**config.mk**
```make
export PLATFORM = sky130hd
export DESIGN_NAME = casc_updn_counter
export DESIGN_NICKNAME = d
export VERILOG_FILES = /design/src/rtl/casc_updn_pkg.sv /design/src/rtl/casc_updn_op_sel.sv /design/src/rtl/casc_updn_next.sv /design/src/rtl/casc_updn_tc.sv /design/src/rtl/casc_updn_counter.sv
export SDC_FILE = /design/constraint.sdc
export NUM_CORES = 1
export LEC_CHECK = 0
export CAP_MARGIN = 20
export CORE_MARGIN = 2
export CORE_UTILIZATION = 39
export CTS_BUF_LIST = sky130_fd_sc_hd__clkbuf_4 sky130_fd_sc_hd__clkbuf_8
export DETAILED_ROUTE_END_ITERATION = 12
export PLACE_DENSITY_LB_ADDON = 0.12
export REMOVE_ABC_BUFFERS = 1
export SYNTH_ARGS = -nofsm -noshare
export SYNTH_HDL_FRONTEND = slang
export SYNTH_SLANG_ARGS = --single-unit
```
**constraint.sdc**
```tcl
create_clock -name clk -period 5.84 [get_ports clk]
set_clock_uncertainty 0.15 [all_clocks]
set_input_delay 1.168 -clock clk [delete_from_list [all_inputs] [get_ports clk]]
set_output_delay 1.168 -clock clk [all_outputs]
set_load 0.05 [all_outputs]
```
**src/rtl/casc_updn_pkg.sv**
```systemverilog
package casc_updn_pkg;

    // Operation chosen for the coming edge, in priority order of decode.
    typedef enum logic [2:0] {
        OP_LOAD   = 3'd0,
        OP_HOLD_P = 3'd1,
        OP_HOLD_T = 3'd2,
        OP_UP     = 3'd3,
        OP_DOWN   = 3'd4
    } op_e;

endpackage

```
**src/rtl/casc_updn_op_sel.sv**
```systemverilog
module casc_updn_op_sel
    import casc_updn_pkg::*;
(
    input  logic load_n,
    input  logic cep_n,
    input  logic cet_n,
    input  logic up_dn,
    output op_e  op
);

    // Preset wins over everything; a high parallel enable is tested first so
    // both hold cases are distinguishable for the next-state logic.
    always_comb begin
        if (!load_n) begin
            op = OP_LOAD;
        end else if (cep_n) begin
            op = OP_HOLD_P;
        end else if (cet_n) begin
            op = OP_HOLD_T;
        end else if (up_dn) begin
            op = OP_UP;
        end else begin
            op = OP_DOWN;
        end
    end

endmodule

```
**src/rtl/casc_updn_next.sv**
```systemverilog
module casc_updn_next
    import casc_updn_pkg::*;
#(
    parameter int WIDTH = 8
) (
    input  op_e              op,
    input  logic [WIDTH-1:0] cur,
    input  logic [WIDTH-1:0] din,
    output logic [WIDTH-1:0] nxt
);

    localparam logic [WIDTH-1:0] STEP = WIDTH'(1);

    always_comb begin
        unique case (op)
            OP_LOAD:   nxt = din;
            OP_HOLD_P: nxt = cur;
            OP_HOLD_T: nxt = cur;
            OP_UP:     nxt = cur + STEP;
            OP_DOWN:   nxt = cur - STEP;
            default:   nxt = cur;
        endcase
    end

endmodule

```
**src/rtl/casc_updn_tc.sv**
```systemverilog
module casc_updn_tc #(
    parameter int WIDTH = 8
) (
    input  logic [WIDTH-1:0] cur,
    input  logic             up_dn,
    input  logic             cet_n,
    output logic             tc_n
);

    localparam logic [WIDTH-1:0] TOP = {WIDTH{1'b1}};
    localparam logic [WIDTH-1:0] BOT = {WIDTH{1'b0}};

    logic at_end;

    always_comb begin
        at_end = up_dn ? (cur == TOP) : (cur == BOT);
        tc_n   = !(at_end && !cet_n);
    end

endmodule

```
**src/rtl/casc_updn_counter.sv**
```systemverilog
module casc_updn_counter
    import casc_updn_pkg::*;
#(
    parameter int WIDTH = 8
) (
    input  logic             clk,
    input  logic             load_n,
    input  logic [WIDTH-1:0] din,
    input  logic             up_dn,
    input  logic             cep_n,
    input  logic             cet_n,
    output logic [WIDTH-1:0] q,
    output logic             tc_n
);

    op_e              op;
    logic [WIDTH-1:0] state_r;
    logic [WIDTH-1:0] state_nxt;
    logic             tc_raw;

    casc_updn_op_sel u_op_sel (
        .load_n (load_n),
        .cep_n  (cep_n),
        .cet_n  (cet_n),
        .up_dn  (up_dn),
        .op     (op)
    );

    casc_updn_next #(.WIDTH(WIDTH)) u_next (
        .op  (op),
        .cur (state_r),
        .din (din),
        .nxt (state_nxt)
    );

    casc_updn_tc #(.WIDTH(WIDTH)) u_tc (
        .cur   (state_r),
        .up_dn (up_dn),
        .cet_n (cet_n),
        .tc_n  (tc_raw)
    );

    // State register: edge-only, no asynchronous path.
    always_ff @(posedge clk) begin
        state_r <= state_nxt;
    end

    // Output process.
    always_comb begin
        q    = state_r;
        tc_n = tc_raw;
    end

endmodule

```
-- Yosys cells after proc, flatten, opt, wreduce, memory -nomap -nowiden
Cells that the tools add are included.
- reductions and logical operators: 6
- div/mod/pow operators: 0
- $mul: 0
- add/subtract/negate cells: 2
- muxes and demuxes: 6
- bitwise logic cells: 0
- shifts and indexed selects: 0
- $lt $le $gt $ge: 0
- equality and inequality tests: 3
- operators with widths (operator ; number):
    one-hot mux 8 bit (3 select lines) ; 1
    two-way mux 3 bit ; 4
    adder 8 x 1 -> 8 bit, second input constant ; 1
    equality test 8 bit, second input constant ; 1
    zero test 8 bit ; 1
    subtractor 8 x 1 -> 8 bit, second input constant ; 1
    equality test 3 x 2 -> 1 bit, second input constant ; 1
    equality test 3 bit, second input constant ; 1
    zero test 3 bit ; 1
    nonzero test 3 bit ; 1
    zero test 1 bit ; 2
    logical AND 1 bit ; 1
    two-way mux 1 bit ; 1
- output and inout port bits: 9
- bits in latches: 0
- RAM bits: 0
- flip-flop bits (word level): 8
- bits in read-only memories: 0
- memories kept: 0

-- Logic depth before layout (Yosys ltp)
Gate-level depths: netlist of the first run.
- depth in word-level cells: 6
- mapped depth: 9

-- Cells and area by module
A second synthesis of the first run with hierarchy kept.
- cell total of the unflattened synthesis: 131
- area, all modules: 898.4 µm²
- modules (own cells, without submodules) (module ; cells each ; times used ; sequential area each (µm²) ; area each (µm²)):
    casc_updn_next ; 110 ; 1 ; 0.0 ; 648.1
    casc_updn_counter ; 8 ; 1 ; 160.2 ; 160.2
    casc_updn_tc ; 7 ; 1 ; 0.0 ; 50.0
    casc_updn_op_sel ; 6 ; 1 ; 0.0 ; 40.0

-- Worst setup path after synthesis of the first run
Ideal clock, no wire load.
- kind: input -> register
- from: input cet_n
- to: register state_r[6] (netlist: q[6]), data pin
- library setup time: 134 ps
- data required time: 5556 ps
- slack: 2564 ps
- stages on the path: 9
- path buffers: 0
- data arrival time: 2992 ps
- cell sequence: or3b_4 nor2_2 inv_1 fa_1 nor2b_1 o31a_1 o21ai_1 or3_1 nand3_1
- cells in the longest elaborated chain, start to end: 5
- elaborated cells on any way between the ends: 7
- RTL lines (what ; RTL line ; text):
    start, declared ; casc_updn_counter.sv:11 ; input logic cet_n,
    two-way mux 3 bit * ; casc_updn_op_sel.sv:18 ; end else if (cet_n) begin
    two-way mux 3 bit * ; casc_updn_op_sel.sv:16 ; end else if (cep_n) begin
    two-way mux 3 bit * ; casc_updn_op_sel.sv:14 ; if (!load_n) begin
    equality test 3 bit (tied with other cells) ; casc_updn_next.sv:15 ; unique case (op)
    one-hot mux 8 bit (3 select lines) * ; casc_updn_next.sv:15 ;
    named net state_nxt[6] ; casc_updn_counter.sv:18 ; logic [WIDTH-1:0] state_nxt;
    end signal, assigned ; casc_updn_counter.sv:45 ; state_r <= state_nxt;
    end, declared ; casc_updn_counter.sv:17 ; logic [WIDTH-1:0] state_r;
The timed path passes the listed nets; every way through them passes the cells marked *.
A chain may end at the register's enable or synchronous reset.

-- Worst setup path in the final report of the first run
- from: input up_dn
- to: output tc_n
- cells in the longest elaborated chain, start to end: 3
- RTL lines (what ; RTL line ; text):
    start, declared ; casc_updn_counter.sv:9 ; input logic up_dn,
    two-way mux 1 bit ; casc_updn_tc.sv:16 ; at_end = up_dn ? (cur == TOP) : (cur == BOT);
    logical AND 1 bit ; casc_updn_tc.sv:17 ; tc_n = !(at_end && !cet_n);
    zero test 1 bit ; casc_updn_tc.sv:17 ;
    end, declared ; casc_updn_counter.sv:13 ; output logic tc_n
No other way between the ends.

==> results of run 1 <==
==> cell usage after synthesis <==
cell type / count / area [um2]
nand4_1: 3 / 18.8
nand3_1: 3 / 15.0
and3b_1: 1 / 8.76
buf_6: 1 / 11.3
xor2_1: 2 / 17.5
o31a_1: 1 / 8.76
nand2b_1: 1 / 6.26
a211oi_1: 1 / 7.51
nor2b_1: 1 / 6.26
o21ai_0: 2 / 10.0
a31oi_1: 1 / 6.26
or3b_4: 1 / 11.3
o21a_1: 1 / 7.51
fa_1: 1 / 20.0
edfxtp_1: 8 / 240
nor2_1: 2 / 7.51
ha_1: 6 / 75.1
nor2_2: 1 / 6.26
a21oi_1: 4 / 20.0
nor3b_1: 2 / 15.0
nor4_1: 2 / 12.5
o21ai_1: 7 / 35.0
xnor2_1: 3 / 26.3
clkbuf_1: 1 / 3.75
or3_1: 1 / 6.26
nand2_1: 11 / 41.3
a21o_1: 2 / 15.0
inv_1: 3 / 11.3
==> final cells by class <==
cell class	instances	area (um2)	area share, %
timing repair buffer	21	210	23.1
tap	16	20.0	2.20
multi-input combinational	60	404	44.5
sequential	8	240	26.4
clock buffer	3	22.5	2.48
inverter	3	11.3	1.24
==> per-stage QoR <==
| step | utilization, % | std cells | area (um2) |
|---|---|---|---|
| 2_1_floorplan | - | 71 | 656 |
| 3_3_place_gp | 56.8 | 108 | 886 |
| 3_5_place_dp | 56.8 | 108 | 886 |
| 4_1_cts | 58.3 | 111 | 908 |
| 5_1_grt | 58.3 | 111 | 908 |
| 6_report | 58.3 | 111 | 908 |
==> power by group <==
group	total, uW	internal (uW)	switching [uW]
clock	43.7	23.6	20.1
sequential	75.1	69.5	5.51
combinational	62.5	26.8	35.7
==> routing by layer <==
metal  vias up  track usage, %  share of wire [%]
li1        314               -                  -
met1       282            21.4                 45
met2        15            26.5                 49
met3         2            5.95                5.4
met4         0            6.47               0.60
met5         -               0                  0
==> cells in the final DEF (no fill, tap or decap) <==
| master | count |
|---|---|
| a21o_1 | 2 |
| inv_1 | 3 |
| nand2_1 | 11 |
| nand4_1 | 3 |
| a211oi_1 | 1 |
| clkdlybuf4s50_1 | 21 |
| a31oi_1 | 1 |
| nand3_1 | 3 |
| xor2_1 | 2 |
| o21a_1 | 1 |
| nor4_1 | 2 |
| nor2b_1 | 1 |
| fa_1 | 1 |
| nand2b_1 | 1 |
| o31a_1 | 1 |
| o21ai_1 | 7 |
| edfxtp_1 | 8 |
| ha_1 | 6 |
| and3b_1 | 1 |
| or3_1 | 1 |
| clkbuf_4 | 3 |
| o21ai_0 | 2 |
| a21oi_1 | 4 |
| nor3b_1 | 2 |
| nor2_2 | 1 |
| or3b_4 | 1 |
| xnor2_1 | 3 |
| nor2_1 | 2 |
==> cell families (layout without fill, tap and decap cells) <==
logic type,count (synthesis),after routing
adder cells (fa/ha/maj),7,7
XOR/XNOR,5,5
AO/OA/AOI/OAI,19,19
buffers and inverters,5,27
flip-flops,8,8
AND/OR/NAND/NOR,29,29
==> worst max path at each step <==
stage	slack, ns	depth (start not counted)	endpoint	start
floorplan	2.46	9	q[6]	cet_n
global placement	1.66	6	tc_n	up_dn
detailed placement	1.65	6	tc_n	up_dn
CTS	1.65	6	tc_n	up_dn
global route	1.51	6	tc_n	up_dn
finish	1.66	6	tc_n	up_dn
==> critical path: stages <==
cell and delay, ns:
clkdlybuf4s50_1 0.45, nor4_1 0.24, nand2_1 0.07, o21ai_0 0.15
nand2b_1 0.08, clkdlybuf4s50_1 0.70
==> impl_metrics.csv, run 1 <==
group,metric,value,unit
cts,cts_buffers,3,
sta,hold_ws,0.558,ns
detailed_routing,vias_per_cell,5.52,
sta,tightest_slew,0.495,ns
synth,synth_cell_type_count,28,
sta,max_freq,0.239,GHz
cts,cts_hold_buf,0,
sta,setup_tns,0,ns
synth,synthXorXnorAreaFrac,6.53,%
sta,finalSetupViolCount,0,
placed_design,dp_slack,1.65,ns
pwr,p_leak,0.000354,uW
floorplanning,coreArea,1560,um2
placed_design,hpwl,1.15,mm
setup_path,cp.arrival,2.86,ns
floorplanning,fp-row-count,14,
cells_and_area,areaGrowthSynthToFinish,35.4,%
floorplanning,fp.dieH,45.5,um
cts,post_cts_buffers,0,
cts,cts_tree,"done",
synth,synth-simple-area-share,23.1,%
min_path,holdPathStages,1,
synth,synth_top_family_by_area,"simple AND/OR/NAND/NOR gates",
placed_design,gp_congestion,0.871,
synth,synth_compound_area_share,16.4,%
global_routing,track_usage,17.0,%
sta,setup_ws,1.66,ns
cts,cts.sink_count,8,
synth,muxShareOfSynthArea,0,%
pwr,power_density,199,nW/um2
cts,cts.clk_slew.worst_paths,0.05,ns
detailed_routing,ant_nets,0,
setup_path,r2r_setup_slack,3.72,ns
synth,postSynthAreaPerCell,9.19,um2
setup_path,cp-end-kind,"output port",
detailed_routing,route.detailed.drc,0,
cts,root_buffer,"clkbuf_4",
global_routing,grt_pass1_wl,2.44,mm
sta,fin_crit,4.18,ns
cells_and_area,fillCellCount,145,
detailed_routing,dr.pass1.iters,4,
setup_path,timing.rr.end,"q[6]",
synth,synth_seq_area_share,35.8,%
min_path,hold_path.class,"flop to flop",
detailed_routing,vias,613,
synth,synthCells,73,
setup_path,r2r_start,"q[0]",
cts,clk_path_buf_depth,2,
sta,period_share,71.6,%
global_routing,grt_antenna_before_repair,0,
setup_path,crit_type,"input pin to output port",
cells_and_area,antenna_cells,0,
cells_and_area,largest_reg_flops,8,
sta,final-hold-violation-count,0,
detailed_routing,wl_per_cell,13.5,um
pwr,total_power,181,uW
cts,cts_resized,0,
global_routing,grt.overflow.total,0,
min_path,min-delay-start,"q[0]",
cells_and_area,nets,117,
run,drv_cap,0,
cts,insertion_delay,0.26,ns
cts,cts-htree-levels,1,
placed_design,placement.io_buffers,21,
detailed_routing,detail_route.iter0.violations,14,
synth,ys_warn_count,0,
detailed_routing,totalWireLength,1.50,mm
synth,synth-seq-cells,8,
setup_path,startpoint_type,"input pin",
global_routing,grt_max_degree,21,
setup_path,cp_max_fo,3,
sta,slew_viol_final,0,
pwr,irDropWorstVdd,0.110,mV
floorplanning,ios,22,
synth,synthAdderAreaFrac,14.2,%
floorplanning,start_util,43.0,%
sta,grt_setup_unrepaired,"false",
global_routing,grt_pass1_vias,538,
setup_path,r2r_cells,7,
synth,netlist_area,671,um2
floorplanning,die_area,2070,um2
cells_and_area,post_route_cells_drive_above_1_share,5.26,%
run_status,status,"finished clean",
floorplanning,die_w,45.5,um
min_path,holdPathEnd,"q[0]",
setup_path,cp.required,4.52,ns
sta,relSlewSlack,66.9,%
Power figures use the tool's default switching activity.
==> inputs of run 2 (changes only) <==
==> constraint.sdc (replaced) <==
create_clock -name clk -period 3.35 [get_ports clk]
set_clock_uncertainty 0.15 [all_clocks]
set_input_delay 0.67 -clock clk [delete_from_list [all_inputs] [get_ports clk]]
set_output_delay 0.67 -clock clk [all_outputs]
set_load 0.05 [all_outputs]
==> impl_metrics.csv, run 2 (same netlist as run 1, synthesis figures left out) <==
group,metric,value,unit
run_status,status,"finished clean",
sta,finalSetupViolCount,0,
floorplanning,start_util,43.0,%
detailed_routing,totalWireLength,1.47,mm
cells_and_area,largest_reg_flops,8,
cells_and_area,stdcell_area,921,um2
sta,setup_tns,0,ns
setup_path,cp-end-kind,"flop",
floorplanning,die_area,2070,um2
global_routing,grt.overflow.total,0,
sta,period_share,87.3,%
global_routing,grt_max_degree,20,
cts,post_cts_buffers,0,
detailed_routing,dr.pass1.iters,4,
sta,fin_crit,2.92,ns
cells_and_area,areaGrowthSynthToFinish,37.3,%
cells_and_area,final_cell_mix,"clkdlybuf4s50_1 (20), nand2_1 (11), edfxtp_1 (8)",
detailed_routing,vias,606,
min_path,hold_path.class,"flop to flop",
cts,cts.clk_slew.worst_paths,0.06,ns
global_routing,grt_pass1_vias,602,
placed_design,postPlaceCellArea,898,um2
setup_path,r2r_cells,7,
cts,cts.sink_count,8,
sta,slew_viol_final,0,
run,drv_cap,0,
floorplanning,die_w,45.5,um
global_routing,grt_antenna_before_repair,0,
cts,cts_hold_buf,0,
detailed_routing,wl_per_cell,13.0,um
pwr,total_power,315,uW
floorplanning,fp-row-count,14,
floorplanning,fp.dieH,45.5,um
setup_path,startpoint_type,"input pin",
cts,cts_tree,"done",
detailed_routing,route.detailed.drc,0,
pwr,p_leak,0.000364,uW
placed_design,gp_congestion,0.829,
sta,final-hold-violation-count,0,
setup_path,crit_type,"input pin to flop",
sta,relSlewSlack,66.8,%
global_routing,track_usage,17.9,%
cts,root_buffer,"clkbuf_4",
placed_design,placement.io_buffers,21,
setup_path,cp_max_fo,3,
setup_path,cp.required,3.32,ns
placed_design,hpwl,1.18,mm
detailed_routing,ant_nets,0,
setup_path,cp.arrival,2.90,ns
detailed_routing,detail_route.iter0.violations,14,
cells_and_area,post_route_cells_drive_above_1_share,8.25,%
sta,hold_ws,0.562,ns
cts,cts_buffers,3,
sta,tightest_slew,0.496,ns
floorplanning,ios,22,
sta,grt_setup_unrepaired,"false",
cells_and_area,layout_commonest_cell,"clkdlybuf4s50_1",
floorplanning,coreArea,1560,um2
cts,insertion_delay,0.25,ns
detailed_routing,vias_per_cell,5.36,
cts,cts-htree-levels,1,
cells_and_area,nets,119,
pwr,irDropWorstVdd,0.209,mV
sta,max_freq,0.342,GHz
pwr,power_density,342,nW/um2
cts,cts_resized,0,
cells_and_area,antenna_cells,0,
min_path,holdPathStages,1,
global_routing,grt_pass1_wl,2.65,mm
cts,clk_path_buf_depth,2,
## run 2: final timing paths
path              startpoint   end  slack [ns]
hold reg to reg         q[0]  q[0]        0.56
hold / removal          q[0]  q[0]        0.56
setup reg to reg        q[0]  q[6]        1.31
setup / recovery      load_n  q[6]        0.43
## run 2: area by class of cell
type,instances,area (um2)
inverter,3,11.3
clock buffer,3,22.5
sequential,8,240
tap,16,20.0
fill,148,638
timing repair buffer,23,223
multi-input combinational,60,404
## run 2: critical path: stages
cell,delay (ns)
clkdlybuf4s50_1,0.46
or3b_4,0.38
nor2_2,0.15
inv_1,0.07
fa_1,0.39
nor2b_1,0.16
o31a_1,0.15
o21ai_1,0.07
or3_1,0.31
nand3_1,0.08
## run 2: where the power goes
group | internal, uW | total, uW | switching, uW
clock network | 41.1 | 74.5 | 33.4
logic | 47.6 | 109 | 61.2
registers | 121 | 131 | 10.2
total | 210 | 315 | 105
## run 2: layer usage
layer	vias up	share of wire (%)	track usage, %
met5	-	0	0
met4	0	1.2	8.82
met3	2	3.7	3.57
met2	13	47	27.6
met1	271	48	23.6
li1	320	-	-
## run 2: metrics by stage
step / util, % / worst slack (ns) / cells
after detailed placement: 57.6 / 0.153 / 110
after global routing: 59.1 / 0.266 / 113
after global placement: 57.6 / 0.187 / 110
after floorplan: - / 0.464 / 71
after CTS: 59.1 / 0.422 / 113
final: 59.1 / 0.426 / 113
